$ cat src/rtl/dualacc_datapath.sv
module dualacc_datapath #(
  parameter logic [7:0] CCR_RESET = 8'hD0
) (
  input  logic        clk,
  input  logic        rst_n,
  input  logic        op_valid,
  input  logic [2:0]  op_sel,
  input  logic        ld_en,
  input  logic [2:0]  ld_sel,
  input  logic [15:0] ld_data,
  input  logic        ea_sel,
  input  logic [7:0]  ea_offset,
  output logic [15:0] ea_addr,
  output logic [7:0]  acc_a,
  output logic [7:0]  acc_b,
  output logic [15:0] acc_d,
  output logic [15:0] idx_x,
  output logic [15:0] idx_y,
  output logic [7:0]  ccr
);
  localparam int FC = 0, FV = 1, FZ = 2, FN = 3, FH = 5, FX = 6;

  logic [7:0]  a_q, b_q, f_q, a_n, b_n, f_n;
  logic [15:0] x_q, y_q, x_n, y_n;

  logic [8:0] sum9, dif9;
  logic [4:0] lo5;
  logic [7:0] dres;
  logic       adj_lo, adj_hi;

  assign sum9 = {1'b0, a_q} + {1'b0, b_q};
  assign dif9 = {1'b0, a_q} - {1'b0, b_q};
  assign lo5  = {1'b0, a_q[3:0]} + {1'b0, b_q[3:0]};

  assign adj_lo = f_q[FH] | (a_q[3:0] > 4'd9);
  assign adj_hi = f_q[FC] | (a_q[7:4] > 4'd9) | ((a_q[7:4] > 4'd8) & (a_q[3:0] > 4'd9));
  assign dres   = a_q + {(adj_hi ? 4'h6 : 4'h0), (adj_lo ? 4'h6 : 4'h0)};

  always_comb begin
    a_n = a_q; b_n = b_q; x_n = x_q; y_n = y_q; f_n = f_q;
    if (ld_en) begin
      case (ld_sel)
        3'd0: a_n = ld_data[7:0];
        3'd1: b_n = ld_data[7:0];
        3'd2: begin a_n = ld_data[15:8]; b_n = ld_data[7:0]; end
        3'd3: x_n = ld_data;
        3'd4: y_n = ld_data;
        3'd5: f_n = ld_data[7:0];
        default: ;
      endcase
    end else if (op_valid) begin
      case (op_sel)
        3'd0: begin
          a_n     = sum9[7:0];
          f_n[FH] = lo5[4];
          f_n[FN] = sum9[7];
          f_n[FZ] = (sum9[7:0] == 8'h00);
          f_n[FV] = (a_q[7] == b_q[7]) && (sum9[7] != a_q[7]);
          f_n[FC] = sum9[8];
        end
        3'd1, 3'd2: begin
          if (op_sel == 3'd1) a_n = dif9[7:0];
          f_n[FN] = dif9[7];
          f_n[FZ] = (dif9[7:0] == 8'h00);
          f_n[FV] = (a_q[7] != b_q[7]) && (dif9[7] != a_q[7]);
          f_n[FC] = dif9[8];
        end
        3'd3: x_n = x_q + {8'h00, b_q};
        3'd4: y_n = y_q + {8'h00, b_q};
        3'd5: begin
          f_n     = a_q;
          f_n[FX] = f_q[FX] & a_q[FX];
        end
        3'd6: a_n = f_q;
        default: begin
          a_n     = dres;
          f_n[FN] = dres[7];
          f_n[FZ] = (dres == 8'h00);
          f_n[FC] = adj_hi;
        end
      endcase
    end
  end

  always_ff @(posedge clk) begin
    if (!rst_n) begin
      a_q <= '0; b_q <= '0; x_q <= '0; y_q <= '0; f_q <= CCR_RESET;
    end else begin
      a_q <= a_n; b_q <= b_n; x_q <= x_n; y_q <= y_n; f_q <= f_n;
    end
  end

  assign acc_a   = a_q;
  assign acc_b   = b_q;
  assign acc_d   = {a_q, b_q};
  assign idx_x   = x_q;
  assign idx_y   = y_q;
  assign ccr     = f_q;
  assign ea_addr = (ea_sel ? y_q : x_q) + {8'h00, ea_offset};
endmodule

$ cat config.mk
export PLATFORM = sky130hd
export DESIGN_NAME = dualacc_datapath
export DESIGN_NICKNAME = d
export VERILOG_FILES = /design/src/rtl/dualacc_datapath.sv
export SDC_FILE = /design/constraint.sdc
export NUM_CORES = 1
export LEC_CHECK = 0
export BUFFER_PORTS_ARGS = -buffer_cell sky130_fd_sc_hd__buf_2
export CAP_MARGIN = 25
export CORE_MARGIN = 10
export CORE_UTILIZATION = 40
export CTS_BUF_LIST = sky130_fd_sc_hd__clkbuf_16
export CTS_CLUSTER_SIZE = 12
export DETAILED_ROUTE_END_ITERATION = 16
export HOLD_SLACK_MARGIN = 0.12
export SETUP_SLACK_MARGIN = 0.2
export SYNTH_ARGS = -nofsm -noshare
export SYNTH_HDL_FRONTEND = slang
export SYNTH_SLANG_ARGS = --single-unit
$ cat constraint.sdc
create_clock -name clk -period 3.83 [get_ports clk]
set_input_delay 0.766 -clock clk [delete_from_list [all_inputs] [get_ports clk]]
set_output_delay 0.766 -clock clk [all_outputs]
set_load 0.05 [all_outputs]
### Yosys cells after proc, flatten, opt, wreduce, memory -nomap -nowiden

Cells that the tools add are included.

* $lt $le $gt $ge: 3
* eq/ne operators: 22
* div/mod/pow operators: 0
* multipliers: 0
* mux-type cells: 25
* add/subtract/negate cells: 7
* shift operators: 0
* bitwise logic cells: 5
* reduce and logical (&&, ||, !) cells: 25

Operator list (count)
* $mux 16: 9
* $add 16x8->16: 3
* $mux 8: 6
* $pmux 8 s4: 1
* $logic_not 8->1: 3
* $reduce_and 3->1: 6
* $pmux 8 s2: 1
* $eq 3x3->1 const B: 5
* $eq 3x2->1 const B: 4
* $gt 4x4->1 const B: 3
* $ne 2x1->1 const B: 5
* $add 8x8->9: 1
* $sub 8x8->9: 1
* $add 8x7->8: 1
* $pmux 2 s4: 1
* $reduce_bool 2->1: 4
* $eq 3x1->1 const B: 2
* $logic_not 3->1: 2
* $mux 3: 2
* $reduce_or 3->1: 2
* $add 4x4->5: 1
* $pmux 1 s4: 1
* $reduce_and 4->1: 1
* $reduce_bool 4->1: 1
* other kinds (14): 21

* word-level logic and storage cells: 95
* bits of input ports: 35
* latch bits: 0
* flip-flop bits (word level): 56
* memory bits (writable): 0
* output and inout port bits: 88
* ROM bits: 0
* memories kept: 0

### Longest topological paths before layout

Gate-level depths: netlist of the first run.

* depth after elaboration: 9
* gate-level depth with buffers: 12
* depth with buffers taken out: 11

### Worst setup path before layout of the first run

No wires, ideal clock.

* path kind: input to output
* start: in ea_sel
* end: out ea_addr[6]
* path buffers: 2
* arrival: 4191 ps
* slack: -1127 ps
* stages on the path: 11
* cell sequence: clkbuf_1 > buf_1 > mux2_2 > ha_1 > inv_1 > fa_1 > nor2b_1 > o21ai_0 > a21boi_0 > o31ai_1 > a21boi_0

* cells in the longest elaborated chain, start to end: 2

RTL lines
* start, declared: RTL line 11 `input logic ea_sel,`
* $mux 16: RTL line 99 `assign ea_addr = (ea_sel ? y_q : x_q) + {8'h00, ea_offset};`
* $add 16x8->16: RTL line 99
* end, declared: RTL line 13 `output logic [15:0] ea_addr,`

Every way passes these cells.

### Final worst setup path of the first run

* start: in ea_sel
* end: out ea_addr[10]

The elaborated chain is that of the path after synthesis.

==> impl_metrics.tcl, run 1 <==
set metrics [dict create \
    status "finished clean" \
    synth_nets 887 \
    power_leakage_nw 3.31 \
    n_fill_cell 1482 \
    async_flop_share 0 \
    grtUsageTotal 0.210 \
    diodes 0 \
    period_needed_ns 3.68 \
    crit_arrival_ns 2.92 \
    yosysSeqAreaShare 0.187 \
    antenna_found_initial 0 \
    whs_ns 0.512 \
    port_buffers 122 \
    fin_cells 1089 \
    root_buffer "clkbuf_16" \
    synth.avg_cell_area_um2 7.49 \
    finalHoldViolCount 0 \
    fp.dieH_um 143 \
    cts.sinks 56 \
    startpoint_type "input port" \
    fp-row-count 44 \
    drive_gt1_frac 0.232 \
    setup_violations 0 \
    die_area_um2 20300 \
    detailed_place_hpwl_um 17500 \
    grt_max_degree 50 \
    finClkSkew_ns 0.0132 \
    ys_ff_latch 56 \
    drt_wl_total_um 22400 \
    clk_latency_ns 0.31 \
    coreArea_um2 14600 \
    clock_path_buffers 2 \
    synth_edf_count 0 \
    rrSetupSlack_ns 0.87 \
    dr.pass1.iters 5 \
    cts_buffers 5 \
    gr-total-overflow 0 \
    viasPerCell 6.08 \
    p_total_mw 2.08 \
    dp_cells 1078 \
    fmax_ghz 0.272 \
    finalCritPeriodShare 0.962 \
    hold_class "reg2reg" \
    wire_per_inst_um 20.6 \
    initialDrtViolationCount 656 \
    crit_required_ns 3.06 \
    grt_pass1_vias 5944 \
    cap_violations 0 \
    rsz0062_at_grt "yes" \
    tritoncts "done" \
    drc 0 \
    gp_congestion 0.944 \
    die_w_um 143 \
    start_util 0.410 \
    syn_area_um2 6010 \
    yosysWarnings 0 \
    endpoint_kind "output pin" \
    synthFlopType "dfxtp_1" \
    post-route-util 0.499 \
    cts_max_level 2 \
    syn_to_final_growth_pct 21.6 \
    nets 989 \
    path_class "in2out" \
    synth_cells 802 \
    antenna_left 0 \
    power_density_nw_per_um2 285 \
    worst-path-max-fanout 5 \
    drv_slew 0 \
    path_clk_slew_ns 0.08 \
    maxSlewHeadroom 0.425 \
    ir_worst_vdd_mv 0.186 \
    finalSetupTns_ns 0 \
    tightestPinTransition_ns 0.851 \
    io_pins 123 \
    vias 6621 \
    synth_cell_types 71 \
    grt_pass1_wl_um 34200 \
]
-- metal layers --
| metal | track usage | vias up | wire [um] |
|---|---|---|---|
| met5 | 0 | - | 0 |
| met3 | 0.0384 | 28 | 1630 |
| met1 | 0.297 | 3127 | 10400 |
| met2 | 0.326 | 290 | 10100 |
| li1 | - | 3176 | - |
| met4 | 0.0391 | 0 | 327 |
-- sequential cells by signal, indices dropped and copies added, names as in the netlist --
register	cells
acc_a	8
acc_b	8
idx_x	16
idx_y	16
ccr	8
-- cell type report --
cell class | count | area [um2] | share of cell area
repair buffers | 154 | 930 | 0.127
clock inverters | 3 | 42.5 | 0.00582
multi-input cells | 647 | 4710 | 0.644
well taps | 184 | 230 | 0.0315
inverters | 40 | 150 | 0.0206
clock buffers | 5 | 125 | 0.0171
flip-flops and latches | 56 | 1120 | 0.153
-- through the flow --
step	cell area [um2]	setup WS [ns]
final	7300	0.147
after floorplan	6270	0.00724
after detailed placement	7020	-0.174
after global placement	7020	-0.168
after CTS	7280	0.138
after global routing	7300	0.0597
-- worst paths after layout --
path	from	to	cells past startpoint
setup reg to reg	acc_a[1]	ccr[2]	10
setup / recovery	ea_sel	ea_addr[10]	13
hold / removal	ccr[6]	ccr[6]	2
hold reg to reg	ccr[6]	ccr[6]	2
-- synthesized netlist by cell type (12+ instances only) --
| cell type | n | area, um2 |
|---|---|---|
| a21oi_1 | 66 | 330 |
| o21ai_0 | 64 | 320 |
| nand2_1 | 61 | 229 |
| dfxtp_1 | 56 | 1120 |
| nor2_1 | 48 | 180 |
| ha_1 | 44 | 551 |
| inv_1 | 38 | 143 |
| clkbuf_1 | 35 | 131 |
| mux2i_1 | 35 | 350 |
| nor3_1 | 25 | 125 |
| xnor2_1 | 22 | 193 |
| a211oi_1 | 18 | 135 |
| nand3_1 | 18 | 90.1 |
| a21o_1 | 17 | 128 |
| buf_4 | 16 | 120 |
| nor2b_1 | 16 | 100 |
| a31oi_1 | 15 | 93.8 |
| o21a_1 | 13 | 97.6 |
| nand2b_1 | 12 | 75.1 |
| nand4_1 | 12 | 75.1 |
-- cells in the final DEF (no fill, tap or decap), types with 13 or more instances in the layout --
master,n
buf_2,111
a21oi_1,64
o21ai_0,62
nand2_1,60
dfxtp_1,56
nor2_1,48
ha_1,42
inv_1,37
mux2i_1,35
buf_4,34
nor3_1,25
nand3_1,18
a21o_1,17
nor2b_1,15
a31oi_1,15
xnor2_1,14
o21a_1,13
-- report_power, final --
part / leakage (nW) / total [mW] / internal, mW / switching [mW]
combinational: 2.78 / 0.868 / 0.290 / 0.578
sequential: 0.457 / 0.672 / 0.613 / 0.0584
clock: 0.0798 / 0.545 / 0.308 / 0.236
-- logic make-up (layout without fill, tap and decap cells) --
group / after synthesis / count (layout) / share of synthesized area
AO/OA/AOI/OAI: 271 / 271 / 0.293
XOR/XNOR: 33 / 33 / 0.0481
adder cells (fa/ha/maj): 50 / 50 / 0.112
buffers and inverters: 99 / 202 / 0.0723
flip-flops: 56 / 56 / 0.187
multiplexers: 44 / 44 / 0.0752
AND/OR/NAND/NOR: 249 / 249 / 0.213
-- critical path, cell delays in order --
cell and delay [ns]:
buf_12 0.11, mux2_4 0.21, ha_4 0.12, inv_2 0.03, fa_2 0.33, nor2b_2 0.15, o21ai_2 0.08, a21boi_2 0.20
o31ai_4 0.10, buf_12 0.14, a211oi_4 0.32, xnor2_4 0.15, buf_6 0.18
-- timing repair --
action,in CTS,in global routing
pin swaps,14,7
hold buffers,0,0
gates resized for setup,24,6
setup endpoints to repair,11,11
hold endpoints to repair,0,0
buffers inserted,1,2
Note: power is estimated with default switching activity, not from simulation.
==> run 2, diff against run 1 <==
--- a/config.mk
+++ b/config.mk
@@ -12,6 +12,7 @@
 export CTS_BUF_LIST = sky130_fd_sc_hd__clkbuf_16
 export CTS_CLUSTER_SIZE = 12
 export DETAILED_ROUTE_END_ITERATION = 16
+export GPL_TIMING_DRIVEN = 0
 export HOLD_SLACK_MARGIN = 0.12
 export SETUP_SLACK_MARGIN = 0.2
 export SYNTH_ARGS = -nofsm -noshare
==> impl_metrics.tcl, run 2 (synthesis results as in run 1) <==
set metrics [dict create \
    status "finished with violations" \
    violations "setup timing" \
    dr.pass1.iters 5 \
    setup_violations 3 \
    reg2reg_depth 10 \
    path_delay_family "compound AO/OA/AOI/OAI gates" \
    final_cell_mix "buf_2, a21oi_1, o21ai_0, nand2_1, dfxtp_1" \
    fp.dieH_um 143 \
    fp-row-count 44 \
    finalCritPeriodShare 1.01 \
    crit_cells 14 \
    drive_gt1_frac 0.232 \
    hold_class "reg2reg" \
    crit_path_end "ea_addr[14]" \
    pwr-share-clk 0.232 \
    grtUsageTotal 0.232 \
    grt_pass1_wl_um 37100 \
    path_clk_slew_ns 0.08 \
    vias 6903 \
    initialDrtViolationCount 860 \
    clk_latency_ns 0.32 \
    crit_required_ns 3.06 \
    power_density_nw_per_um2 273 \
    worstReg2RegEnd "ccr[2]" \
    worstPathCellList "clkbuf_16, buf_12, mux2_4, ha_4, inv_2, fa_2, nor2b_2, o21ai_2, a21boi_2, o31ai_4, buf_12, a211oi_4, xnor2_4, buf_6" \
    antenna_found_initial 0 \
    detailed_place_hpwl_um 18600 \
    pwr-share-seq 0.325 \
    p_sw_frac 0.438 \
    cts_buffers 5 \
    cp_num_buf_inv 5 \
    finalSetupTns_ns -0.142 \
    finClkSkew_ns 0.00759 \
    drc 0 \
    die_area_um2 20300 \
    tritoncts "done" \
    n_fill_cell 1499 \
    p_sw_mw 0.908 \
    crit_arrival_ns 3.12 \
    wire_per_inst_um 21.7 \
    grt_pass1_vias 6391 \
    reg2reg_from "acc_a[1]" \
    crit_path_top_delay_cell "fa_2" \
    crit_path_start "ea_sel" \
    fmax_ghz 0.257 \
    period_needed_ns 3.88 \
    finalWorstSetupSlack_ns -0.0541 \
    path_common_cell "buf_12" \
    clock_path_buffers 2 \
    rsz0062_at_grt "yes" \
    ir_worst_vdd_mv 0.180 \
    antenna_left 0 \
    post-route-util 0.519 \
    endpoint_kind "output pin" \
    nets 1028 \
    port_buffers 119 \
    gr-total-overflow 0 \
    dpl_worst_slack_ns -0.388 \
    power_leakage_nw 3.39 \
    final_common_cell "buf_2" \
    path_class "in2out" \
    drt_wl_total_um 24500 \
    syn_to_final_growth_pct 26.4 \
    p_comb_frac 0.443 \
    startpoint_type "input port" \
    hold_buffers 0 \
    tightestPinTransition_ns 1.03 \
    coreArea_um2 14600 \
    worst-path-max-fanout 5 \
    diodes 0 \
    drv_slew 0 \
    grt_max_degree 16 \
    whs_ns 0.529 \
    internal_power_mw 1.16 \
    rrSetupSlack_ns 0.60 \
    viasPerCell 6.13 \
    maxSlewHeadroom 0.310 \
    max_stage_delay_ns 0.34 \
    finalHoldViolCount 0 \
    cap_violations 0 \
    root_buffer "clkbuf_16" \
    die_w_um 143 \
    gp_congestion 0.963 \
    start_util 0.410 \
    cts.sinks 56 \
    io_pins 123 \
    cts_max_level 2 \
]
==> run 2: timing repair <==
action | CTS | global route
cloned | 1 | 0
pin swaps | 13 | 10
setup endpoints to repair | 11 | 11
buffers inserted | 6 | 8
resized for setup | 26 | 28
==> run 2: how the worst min path moves through the flow <==
stage / slack, ns / end / cells past startpoint / startpoint
6_report: 0.53 / ccr[6] / 2 / ccr[6]
5_1_grt: 0.54 / ccr[6] / 2 / ccr[6]
4_1_cts: 0.51 / ccr[6] / 2 / ccr[6]
3_5_place_dp: 0.50 / ccr[6] / 2 / ccr[6]
3_3_place_gp: 0.50 / ccr[6] / 2 / ccr[6]
2_1_floorplan: 0.69 / ccr[6] / 2 / ccr[6]
==> run 2: routing by layer <==
metal  vias to the layer above  part of all wire  GRT usage
li1                       3240                 -          -
met1                      3251              0.45      0.321
met2                       367              0.44      0.356
met3                        45             0.088     0.0427
met4                         0             0.026     0.0706
met5                         -                 0          0
==> run 2: cell type report <==
cell class | instances | area, um2 | share of cell area
Multi-Input combinational cell | 647 | 4830 | 0.636
Sequential cell | 56 | 1120 | 0.148
Timing Repair Buffer | 134 | 806 | 0.106
Buffer | 59 | 322 | 0.0423
Tap cell | 184 | 230 | 0.0303
Inverter | 40 | 150 | 0.0198
Clock buffer | 5 | 125 | 0.0165
Clock inverter | 2 | 8.76 | 0.00115
==> run 2: power groups by stage <==
stage	clock network [mW]	registers (mW)	logic, mW
2_1_floorplan	0	0.770	0.533
3_3_place_gp	0	0.684	0.850
3_5_place_dp	0	0.684	0.850
4_1_cts	0.486	0.670	0.881
5_1_grt	0.504	0.676	0.981
6_report	0.481	0.672	0.917
==> run 2: tightest hold or removal path: stages, from the launching register on <==
cell and delay (ns):
dfxtp_1 0.35, inv_1 0.06, o21ai_0 0.07
==> run 2: metrics by stage <==
stage	std cells	power (mW)	area, um2
floorplan	802	1.30	6270
global placement	1105	1.53	7090
detailed placement	1105	1.53	7090
CTS	1119	2.04	7420
global route	1127	2.16	7600
finish	1127	2.07	7600
==> run 3, diff against run 2 <==
--- a/config.mk
+++ b/config.mk
@@ -7,14 +7,18 @@
 export LEC_CHECK = 0
 export BUFFER_PORTS_ARGS = -buffer_cell sky130_fd_sc_hd__buf_2
 export CAP_MARGIN = 25
+export CELL_PAD_IN_SITES_DETAIL_PLACEMENT = 0
+export CELL_PAD_IN_SITES_GLOBAL_PLACEMENT = 1
 export CORE_MARGIN = 10
-export CORE_UTILIZATION = 40
+export CORE_UTILIZATION = 37
 export CTS_BUF_LIST = sky130_fd_sc_hd__clkbuf_16
 export CTS_CLUSTER_SIZE = 12
 export DETAILED_ROUTE_END_ITERATION = 16
 export GPL_TIMING_DRIVEN = 0
 export HOLD_SLACK_MARGIN = 0.12
+export PLACE_DENSITY_LB_ADDON = 0.1
 export SETUP_SLACK_MARGIN = 0.2
+export SKIP_LAST_GASP = 1
 export SYNTH_ARGS = -nofsm -noshare
 export SYNTH_HDL_FRONTEND = slang
 export SYNTH_SLANG_ARGS = --single-unit
==> impl_metrics.tcl, run 3 (synthesis results as in run 1) <==
set metrics [dict create \
    gp_congestion 0.940 \
    antenna_left 0 \
    diodes 0 \
    final_common_cell "buf_2" \
    viasPerCell 6.02 \
    finClkSkew_ns 0.00752 \
    power_density_nw_per_um2 276 \
    finalWorstSetupSlack_ns -0.0165 \
    maxSlewHeadroom 0.349 \
    seq_area_um2 1120 \
    path_class "in2out" \
    path_clk_slew_ns 0.08 \
    period_needed_ns 3.85 \
    status "finished with violations" \
    io_pins 123 \
    grt_pass1_wl_um 40600 \
    cp_num_buf_inv 5 \
    crit_path_top_delay_cell "fa_2" \
    fin_cells 1160 \
    drt_wl_total_um 26700 \
    port_buffers 119 \
    detailed_place_hpwl_um 20800 \
    whs_ns 0.542 \
    tightestPinTransition_ns 0.963 \
    multi_input_area_um2 4850 \
    clk_latency_ns 0.32 \
    grtUsageTotal 0.237 \
    finalHoldViolCount 0 \
    fmax_ghz 0.260 \
    hold_buffers 0 \
    post-route-util 0.483 \
    crit_arrival_ns 3.08 \
    setup_violations 1 \
    path_common_cell "buf_12" \
    coreArea_um2 15900 \
    rsz0062_at_grt "yes" \
    cts.sinks 56 \
    grt_max_degree 19 \
    path_delay_family "compound AO/OA/AOI/OAI gates" \
    max_stage_delay_ns 0.36 \
    worst-path-max-fanout 5 \
    gr-total-overflow 0 \
    hold_class "reg2reg" \
    power_leakage_nw 3.40 \
    cts_max_level 2 \
    n_fill_cell 1656 \
    clock_path_buffers 2 \
    fp-row-count 46 \
    drc 0 \
    grt_pass1_vias 6708 \
    p_total_mw 2.12 \
    startpoint_type "input port" \
    dpl-instance-area_um2 7130 \
    initialDrtViolationCount 730 \
    fp.dieH_um 147 \
    tritoncts "done" \
    drive_gt1_frac 0.236 \
    syn_to_final_growth_pct 27.7 \
    dp_cells 1137 \
    dr.pass1.iters 5 \
    finalCritPeriodShare 1.00 \
    die_area_um2 21700 \
    antenna_found_initial 0 \
    start_util 0.378 \
    finalInstanceArea_um2 7670 \
    die_w_um 147 \
    cap_violations 0 \
    crit_required_ns 3.06 \
    endpoint_kind "output pin" \
    nets 1028 \
    wire_per_inst_um 23.0 \
    final_cell_mix "buf_2, a21oi_1, o21ai_0, nand2_1, dfxtp_1" \
    drv_slew 0 \
    worstPathCellList "clkbuf_16, buf_12, mux2_4, ha_4, inv_2, fa_2, nor2b_4, o21ai_4, a21boi_4, o31ai_4, buf_12, a211oi_4, xnor2_4, buf_6" \
    root_buffer "clkbuf_16" \
    ir_worst_vdd_mv 0.187 \
    vias 6982 \
    violations "setup timing" \
    cts_buffers 5 \
]
run 3: cell types whose count changed in the layout (fill, tap and decap cells not counted), sizes merged:
cell / delta
clkinvlp: +1
run 3: worst paths after layout:
path | slack (ns) | startpoint | end | depth (start not counted)
max | -0.02 | ea_sel | ea_addr[14] | 14
min | 0.54 | ccr[6] | ccr[6] | 2
max reg2reg | 0.53 | acc_a[1] | acc_a[7] | 10
min reg2reg | 0.54 | ccr[6] | ccr[6] | 2
run 3: stage by stage:
step                TNS (ns)  setup slack, ns
global route          -0.346           -0.105
floorplan                  0          0.00724
global placement       -2.58           -0.445
finish               -0.0165          -0.0165
CTS                  -0.0901          -0.0360
detailed placement     -2.86           -0.490
run 3: what timing repair did:
item,in CTS,in global routing
resized for setup,47,13
setup endpoints to repair,11,11
pin swaps,23,14
gates cloned,1,0
setup buffers,10,4
hold endpoints to repair,0,0
run 3: layout make-up:
cell class,instances,share of cell area
multi-input combinational,647,0.632
sequential,56,0.146
timing repair buffer,134,0.106
buffer,59,0.0419
tap,216,0.0352
inverter,40,0.0196
clock buffer,5,0.0163
clock inverter,3,0.00277
run 3: worst register-to-register path, stage by stage, from the launching register on:
cell and delay [ns]:
dfxtp_1 0.48, or2_2 0.39, a311o_1 0.36, a21o_1 0.21, ha_1 0.34, and3_1 0.26, a21o_1 0.19, a21oi_1 0.19
xor2_1 0.12, a221o_1 0.37, o21ai_0 0.29
run 3: routing by layer:
layer | track usage | up-vias | routed length [um]
li1 | - | 3247 | -
met1 | 0.333 | 3392 | 12200
met2 | 0.358 | 302 | 11800
met3 | 0.0525 | 41 | 2170
met4 | 0.0565 | 0 | 522
met5 | 0 | - | 0
run 3: power breakdown:
part	total [mW]	internal [mW]	switching [mW]
registers	0.674	0.613	0.0606
logic	0.929	0.312	0.617
clock network	0.513	0.246	0.267
